File: src/rtl/sbox_par_pkg.sv
// Package: shared widths, constants and the constant functions used to
// build the parity-carrying substitution table at elaboration time.
// Assumes an 8-bit data byte and odd parity over the 9-bit word.
package sbox_par_pkg;

    localparam int DATA_W = 8;
    localparam int WORD_W = DATA_W + 1;
    localparam int DEPTH  = 1 << DATA_W;
    localparam int PAR_B  = DATA_W;              // parity bit index in a word

    localparam logic [DATA_W-1:0] GF_RED   = 8'h1B;  // x^8 = x^4+x^3+x+1
    localparam logic [DATA_W-1:0] AFF_C    = 8'h63;
    localparam logic [WORD_W-1:0] FAULT_WD = 9'h001;

    // Multiply two field elements modulo the AES polynomial.
    function automatic logic [DATA_W-1:0] gf_mul(input logic [DATA_W-1:0] a,
                                                 input logic [DATA_W-1:0] b);
        logic [DATA_W-1:0] acc;
        logic [DATA_W-1:0] aa;
        logic [DATA_W-1:0] bb;
        logic              hi;
        acc = '0;
        aa  = a;
        bb  = b;
        for (int k = 0; k < DATA_W; k++) begin
            if (bb[0]) acc = acc ^ aa;
            hi = aa[DATA_W-1];
            aa = aa << 1;
            if (hi) aa = aa ^ GF_RED;
            bb = bb >> 1;
        end
        return acc;
    endfunction

    // Inverse as a^254 (square-and-multiply); zero maps to zero.
    function automatic logic [DATA_W-1:0] gf_inv(input logic [DATA_W-1:0] a);
        logic [DATA_W-1:0] res;
        logic [DATA_W-1:0] base;
        logic [DATA_W-1:0] ex;
        res  = 8'h01;
        base = a;
        ex   = 8'hFE;
        for (int k = 0; k < DATA_W; k++) begin
            if (ex[k]) res = gf_mul(res, base);
            base = gf_mul(base, base);
        end
        return res;
    endfunction

    // Affine output map over GF(2).
    function automatic logic [DATA_W-1:0] aff_map(input logic [DATA_W-1:0] b);
        logic [DATA_W-1:0] o;
        for (int i = 0; i < DATA_W; i++) begin
            o[i] = b[i] ^ b[(i+4)%DATA_W] ^ b[(i+5)%DATA_W]
                 ^ b[(i+6)%DATA_W] ^ b[(i+7)%DATA_W] ^ AFF_C[i];
        end
        return o;
    endfunction

    // Full substitution of one byte.
    function automatic logic [DATA_W-1:0] subst(input logic [DATA_W-1:0] x);
        return aff_map(gf_inv(x));
    endfunction

    // Bit that makes {bit, d} hold an odd number of ones.
    function automatic logic odd_bit(input logic [DATA_W-1:0] d);
        return ~(^d);
    endfunction

endpackage

File: src/rtl/sbox_par_checker.sv
// Odd-parity checker: flags a word whose ones count is odd as good.
// Assumes nothing about which bit is the parity bit; it checks the whole word.
module sbox_par_checker #(
    parameter int W = 9
) (
    input  logic [W-1:0] word,
    output logic         good
);

    // Reduction XOR is 1 for an odd number of ones.
    always_comb begin
        good = ^word;
    end

endmodule

File: src/rtl/sbox_par_table.sv
// Substitution table: DEPTH entries, each the substituted byte with its
// stored odd-parity bit in the top position. Contents are computed at
// elaboration from the field functions; the read is combinational.
module sbox_par_table
    import sbox_par_pkg::*;
(
    input  logic [DATA_W-1:0] addr,
    output logic [WORD_W-1:0] word
);

    logic [WORD_W-1:0] cells [DEPTH];

    // One constant cell per address, computed from the field arithmetic.
    for (genvar gi = 0; gi < DEPTH; gi++) begin : g_cell
        localparam logic [DATA_W-1:0] SB = subst(DATA_W'(gi));
        assign cells[gi] = {odd_bit(SB), SB};
    end

    // Read port: address picks the stored word.
    always_comb begin
        word = cells[addr];
    end

    // Every stored word leaves the table with odd parity.
    always_comb begin
        p_entry_odd_r3: assert (^word == 1'b1)
            else $error("table word %h has even parity", word);
    end

endmodule

File: src/rtl/sbox_par_guard.sv
// Top: parity-guarded byte substitution. Checks input parity, looks up the
// data byte, checks the table word (after the fault-model mask), and either
// forwards the table word or forces the fault word with err high.
// Assumes tbl_flip is zero outside fault-injection testing.
module sbox_par_guard
    import sbox_par_pkg::*;
(
    input  logic [WORD_W-1:0] din,
    input  logic [WORD_W-1:0] tbl_flip,
    output logic [WORD_W-1:0] dout,
    output logic              err
);

    logic [DATA_W-1:0] in_data;
    logic              in_good;
    logic [WORD_W-1:0] raw_word;
    logic [WORD_W-1:0] tbl_word;
    logic              tbl_good;

    // Split the data byte away from its parity bit.
    always_comb begin
        in_data = din[DATA_W-1:0];
    end

    sbox_par_checker #(.W(WORD_W)) u_in_chk (
        .word (din),
        .good (in_good)
    );

    sbox_par_table u_table (
        .addr (in_data),
        .word (raw_word)
    );

    // Apply the fault-model mask on the table read path.
    always_comb begin
        tbl_word = raw_word ^ tbl_flip;
    end

    sbox_par_checker #(.W(WORD_W)) u_out_chk (
        .word (tbl_word),
        .good (tbl_good)
    );

    // Forward on double pass, otherwise force the fault word.
    always_comb begin
        if (in_good && tbl_good) begin
            dout = tbl_word;
            err  = 1'b0;
        end else begin
            dout = FAULT_WD;
            err  = 1'b1;
        end
    end

    // Guard assertions on the output selection.
    always_comb begin
        if (^din == 1'b0) begin
            p_in_fault_r2: assert (err && dout == FAULT_WD)
                else $error("bad input parity not trapped");
        end
        if (^tbl_word == 1'b0) begin
            p_tbl_fault_r4: assert (err)
                else $error("bad table parity not flagged");
        end
        if (!err) begin
            p_pass_word_r5: assert (dout == tbl_word)
                else $error("clean result not forwarded");
        end
        p_out_odd_r8: assert (^dout == 1'b1)
            else $error("output with even parity");
    end

endmodule

File: config.mk
export PLATFORM = sky130hd
export DESIGN_NAME = sbox_par_guard
export DESIGN_NICKNAME = d
export VERILOG_FILES = /design/src/rtl/sbox_par_pkg.sv /design/src/rtl/sbox_par_checker.sv /design/src/rtl/sbox_par_table.sv /design/src/rtl/sbox_par_guard.sv
export SDC_FILE = /design/constraint.sdc
export NUM_CORES = 1
export LEC_CHECK = 0
export CAP_MARGIN = 0
export CELL_PAD_IN_SITES_DETAIL_PLACEMENT = 1
export CELL_PAD_IN_SITES_GLOBAL_PLACEMENT = 1
export CORE_ASPECT_RATIO = 0.7
export CORE_MARGIN = 5
export CORE_UTILIZATION = 49
export DETAILED_ROUTE_END_ITERATION = 10
export DONT_BUFFER_PORTS = 1
export GPL_TIMING_DRIVEN = 0
export PLACE_DENSITY = 0.95
export REMOVE_ABC_BUFFERS = 1
export SLEW_MARGIN = 30
export SYNTH_ARGS = -nofsm -noshare
export SYNTH_HDL_FRONTEND = slang
export SYNTH_SLANG_ARGS = --single-unit
File: constraint.sdc
create_clock -name vclk -period 5.35
set_input_delay 0.535 -clock vclk [all_inputs]
set_output_delay 0.535 -clock vclk [all_outputs]
set_load 0.02 [all_outputs]
==> out/qor.yml, run 1 <==
status:
  status: "complete, no violations"
finish:
  area_growth_pct: -4.853
  drive_above_1_share_pct: 8.621
  clock_buffer_count: 0
  finalNetCount: 557
  diodes: 0
  seq_cells: 0
  fill_cells: 1053
  register_area_sq_um: 0
placed_design:
  dp_hpwl_microns: 13760
  portBuffers: 0
  gp_congestion: 1.031
pwr:
  intPower_mw: 0.1961
  combPwrFrac_pct: 100.0
  power.density_mw_per_mm2: 151.6
  p_leak_nw: 1.208
  swShare_pct: 65.54
  net-switching-power_mw: 0.3730
  ir_worst_vdd_mv: 0.1475
  pwr-share-clk_pct: 0
  sequentialPowerShare_pct: 0
  p_total_mw: 0.5691
die:
  start_util_pct: 50.12
  chipHeight_microns: 85.07
  ios: 28
  die_x_microns: 117.2
  core_sq_mm: 0.007871
  row_count: 27
  fp.dieArea_sq_mm: 0.009974
sta:
  rsz0062_at_grt: "no"
  hold_slack_ps: 1338
  slew_violations: 0
  period_needed_ps: 5317
  period_share_pct: 99.37
  fmax_mhz: 188.1
  final-setup-viol-count: 0
  slew_headroom_pct: 27.51
  worstMarginPinSlew_ps: 1080
  finalHoldViolCount: 0
min_path:
  hold_start: "tbl_flip[1]"
  holdPathStages: 2
  min_to: "dout[1]"
  hp-class: "in2out"
drt:
  ant_nets: 0
  drt_iter0_markers: 1030
  drc_errors: 0
  first_pass_iters: 6
  vias: 5214
  totalWireLength_microns: 20810
  viasPerCell: 8.369
  wl_per_cell_microns: 33.41
grt:
  grt_usage_pct: 40.35
  grt_pass1_wl_microns: 30610
  antenna_found_initial: 0
  grt_max_degree: 157
  grt_pass1_vias: 4830
  grt_overflow_total: 0
critical_path:
  arrival_ps: 4780
  crit_path_top_delay_cell: "nor2b_1"
  endpoint_kind: "primary output"
  crit_type: "in2out"
  required_ps: 4820
  cp_max_fo: 34
  cp_cell_sequence: "inv_1 > ha_1 > nor2b_1 > a211oi_1 > nor4_1 > nand4_1 > nor3_1 > xnor2_1 > xnor3_1 > xnor3_2 > nor3_1"
  max_stage_delay_ps: 850
  crit_family: "simple AND/OR/NAND/NOR gates"
  cp_common_cell: "nor3_1"
  critPathBufInv: 1
  critPathLaunchType: "primary input"
synth:
  synth.avg_cell_area_sq_um: 6.586
  synth_top_area_share_pct: 5.963
  yosys_warnings: 0
  synthTopCellsByCount: "a21oi_1, o21ai_0, nor2_1"
  yosysUniqueCellTypes: 74
  yosys-top-cells-area: "a21oi_1, o21ai_0, ha_1, mux4_2, nor2_1"
  seq_area_frac_synth_pct: 0
  synth_largest_area_cell: "a21oi_1"
  synth_area_sq_mm: 0.003945
  yosysMostFrequentCell: "a21oi_1"
  netlist_instances: 599
cts:
  cts_hold_buf: 0
  cts_setup_buffers: 0
job:
  cap_viol_max_count: 0
[cells by family (layout without fill, tap and decap cells)]
kind of cell | count (synthesis) | in the layout | share of synthesized area (%)
adder cells (fa/ha/maj) | 15 | 15 | 4.757
XOR/XNOR | 22 | 22 | 5.994
multiplexers | 16 | 16 | 6.692
AND/OR/NAND/NOR | 221 | 221 | 29.78
buffers and inverters | 88 | 11 | 10.66
AO/OA/AOI/OAI | 237 | 237 | 42.12
[power by group through the flow]
stage / registers, mW / clock network [mW] / logic, mW
2_1_floorplan: 0 / 0 / 0.404
3_3_place_gp: 0 / 0 / 0.513
3_5_place_dp: 0 / 0 / 0.530
4_1_cts: 0 / 0 / 0.542
5_1_grt: 0 / 0 / 0.598
6_report: 0 / 0 / 0.569
[worst max path at each step]
stage,depth (start not counted),start,slack [ps],end
6_report,11,din[1],30,dout[7]
5_1_grt,11,din[1],20,dout[7]
4_1_cts,12,din[1],50,dout[5]
3_5_place_dp,12,din[1],-220,dout[4]
3_3_place_gp,12,din[1],-590,dout[4]
2_1_floorplan,12,din[1],610,dout[2]
[per-layer routing]
layer  global-route usage, %  wire length (microns)
met5                       0                      0
met4                   13.65                    965
met3                   11.83                   3372
met2                   57.19                   8500
met1                   57.58                   7976
[cell type report]
class / instances / area [sq um] / area share, %
tap: 101 / 126.4 / 3.367
inverter: 11 / 43.79 / 1.167
multi-input combinational: 511 / 3583 / 95.47
[per-stage QoR]
step / instance area, sq um / worst slack (ps) / util, % / setup TNS [ps] / cells
6_report: 3754 / 33.47 / 47.69 / 0 / 623
5_1_grt: 3754 / 24.63 / 47.69 / 0 / 623
4_1_cts: 3722 / 51.87 / 47.29 / 0 / 623
3_5_place_dp: 3702 / -224.5 / 47.04 / -1366 / 623
3_3_place_gp: 3692 / -592.6 / 46.91 / -5124 / 623
2_1_floorplan: 3566 / 610.4 / - / 0 / 522
[what timing repair did]
action	4_1_cts	5_1_grt
pin swaps	0	0
gates cloned	0	0
endpoints found under the setup margin	9	8
gates resized for setup	5	8
[cells in the final DEF (no fill, tap or decap), types with 8 or more instances in the layout]
| master | n |
|---|---|
| mux4_2 | 8 |
| inv_1 | 10 |
| o311ai_0 | 9 |
| a221oi_1 | 9 |
| nand2_1 | 31 |
| o21ai_0 | 46 |
| a21oi_1 | 47 |
| xnor2_1 | 13 |
| o211ai_1 | 10 |
| a31oi_1 | 15 |
| nand2b_1 | 22 |
| nor3_1 | 27 |
| nor2b_1 | 15 |
| a211oi_1 | 12 |
| ha_1 | 12 |
| nand3_1 | 20 |
| nor4_1 | 9 |
| o32ai_1 | 8 |
| nor2_1 | 40 |
| a311oi_1 | 8 |
No activity file was read; power rests on OpenSTA's default activity.
==> run 2, diff against run 1 <==
BUFFER_PORTS_ARGS = -buffer_cell sky130_fd_sc_hd__buf_4   (was default)
CAP_MARGIN = default   (was 0)
CORE_UTILIZATION = 47   (was 49)
DONT_BUFFER_PORTS = default   (was 1)
SLEW_MARGIN = default   (was 30)
==> run 2 against run 1 <==
Compared with the run above:
- the flow now finishes with violations (negative setup slack)
- sequential share of layout area unchanged
- critical endpoint is now dout[0]
- critical path type unchanged
- critical path depth up 2
- flip-flop and latch count unchanged
- clock-buffer cell count unchanged
- final cell count up 6.1%
- worst setup slack worse by 50 ps
- wire length up 4.2%
- hold slack better by 190 ps
- first-iteration DRC count up 18%
- combinational power up 26%
==> out/qor.yml, run 2 (synthesis gave the netlist of run 1 again) <==
grt:
  grt_pass1_vias: 5188  # was 4830
  grt_overflow_total: 0  # unchanged
  antenna_found_initial: 1  # was 0
  grt_max_degree: 157  # unchanged
  grt_pass1_wl_microns: 32810  # was 30610 microns
  grt_usage_pct: 40.85  # was 40.35%
finish:
  final_area_sq_mm: 0.004098  # was 0.003754 sq mm
  finalNetCount: 591  # was 557
  register_area_sq_um: 0  # unchanged
  fin_util_pct: 49.35  # was 47.69%
  seq_cells: 0  # unchanged
  drive_above_1_share_pct: 15.29  # was 8.621%
  layout_common_cells: "a21oi_1, o21ai_0, nor2_1"  # unchanged
  clock_buffer_count: 0  # unchanged
  area_growth_pct: 3.869  # was -4.853%
  layout.cells.most_common: "a21oi_1"  # unchanged
  diodes: 0  # unchanged
  fin_cells: 661  # was 623
sta:
  rsz0062_at_grt: "no"  # unchanged
  final-setup-viol-count: 1  # was 0
  period_share_pct: 100.3  # was 99.37%
  slew_headroom_pct: 33.33  # was 27.51%
  setup_tns_ps: -16.23  # was 0 ps
  period_needed_ps: 5366  # was 5317 ps
  layout_setup_ws_ps: -16.23  # was 33.47 ps
  finalHoldViolCount: 0  # unchanged
  slew_violations: 0  # unchanged
  fmax_mhz: 186.4  # was 188.1 MHz
  worstMarginPinSlew_ps: 997.9  # was 1080 ps
critical_path:
  endpoint_kind: "primary output"  # unchanged
  critPathLaunchType: "primary input"  # unchanged
  worstSetupEndpoint: "dout[0]"  # was dout[7]
  crit_type: "in2out"  # unchanged
  required_ps: 4820  # about the same
  cp_max_fo: 34  # unchanged
  startpoint: "din[1]"  # unchanged
  arrival_ps: 4830  # was 4780 ps
placed_design:
  portBuffers: 28  # was 0
  gp_congestion: 1.025  # was 1.031
  dp_hpwl_microns: 14270  # was 13760 microns
  dp.cells: 656  # was 623
  place_area_sq_mm: 0.003928  # was 0.003702 sq mm
die:
  chipHeight_microns: 86.65  # was 85.07 microns
  core_sq_mm: 0.008303  # was 0.007871 sq mm
  ios: 28  # unchanged
  fp.dieArea_sq_mm: 0.01036  # was 0.009974 sq mm
  start_util_pct: 47.51  # was 50.12%
  row_count: 28  # was 27
  die_x_microns: 119.5  # was 117.2 microns
drt:
  first_pass_iters: 6  # unchanged
  drc_errors: 0  # unchanged
  totalWireLength_microns: 21680  # was 20810 microns
  wl_per_cell_microns: 32.80  # was 33.41 microns
  vias: 5467  # was 5214
  drt_iter0_markers: 1218  # was 1030
  ant_nets: 0  # unchanged
  viasPerCell: 8.271  # was 8.369
status:
  status: "complete, but fails checks"  # was complete, no violations
  violations: "negative setup slack"
job:
  cap_viol_max_count: 0  # unchanged
pwr:
  ir_worst_vdd_mv: 0.1624  # was 0.1475 mV
  power.density_mw_per_mm2: 175.5  # was 151.6 mW/mm^2
  p_leak_nw: 1.395  # was 1.208 nW
min_path:
  hp-class: "in2out"  # unchanged
cts:
  cts_hold_buf: 0  # unchanged
==> run 2: where the power goes <==
part	internal, mW	switching (mW)
clock	0	0
sequential	0	0
combinational	0.268	0.451
total	0.268	0.451
==> run 2: final cells by class <==
type	instances	area, sq um
multi-input combinational	511	3626
fill	1097	4205
inverter	11	45.04
tap	105	131.4
timing repair buffer	34	295.3
==> run 2: stage by stage <==
| step | setup WS [ps] | hold slack, ps | total power, mW |
|---|---|---|---|
| after global routing | 13.21 | 1555 | 0.7505 |
| after global placement | -1387 | 1499 | 0.6571 |
| after floorplan | 610.4 | 1314 | 0.4041 |
| after detailed placement | -1247 | 1528 | 0.6723 |
| final | -16.23 | 1527 | 0.7190 |
| after CTS | 0.2776 | 1528 | 0.6878 |
==> run 2: worst min path at each step <==
stage | start | endpoint | depth (start not counted)
3_3_place_gp | tbl_flip[7] | dout[7] | 4
2_1_floorplan | tbl_flip[5] | dout[5] | 2
4_1_cts | tbl_flip[4] | dout[4] | 4
6_report | tbl_flip[4] | dout[4] | 4
3_5_place_dp | tbl_flip[4] | dout[4] | 4
5_1_grt | tbl_flip[4] | dout[4] | 4
==> run 2: worst max-delay path, cell delays in order <==
cell and delay [ps]:
buf_6 280, ha_1 750, mux2i_1 250, o21ai_0 550, a221oi_1 210, a21oi_1 340
a32oi_2 130, xnor2_1 290, xnor2_1 160, xnor3_1 240, xnor3_2 490, or3b_1 410
buf_4 170
==> run 2: repair_timing <==
action / in CTS / in global routing
setup buffers: 5 / 0
gates resized for setup: 20 / 17
endpoints found under the setup margin: 10 / 10
pin swaps: 1 / 0
==> run 2: layer usage <==
layer / track usage [%] / wire length [microns] / vias up
met4: 16.53 / 1199 / 2
met5: 0 / 12 / -
met2: 58.97 / 8607 / 531
li1: - / - / 2224
met3: 14.68 / 3465 / 108
met1: 55.21 / 8397 / 2602
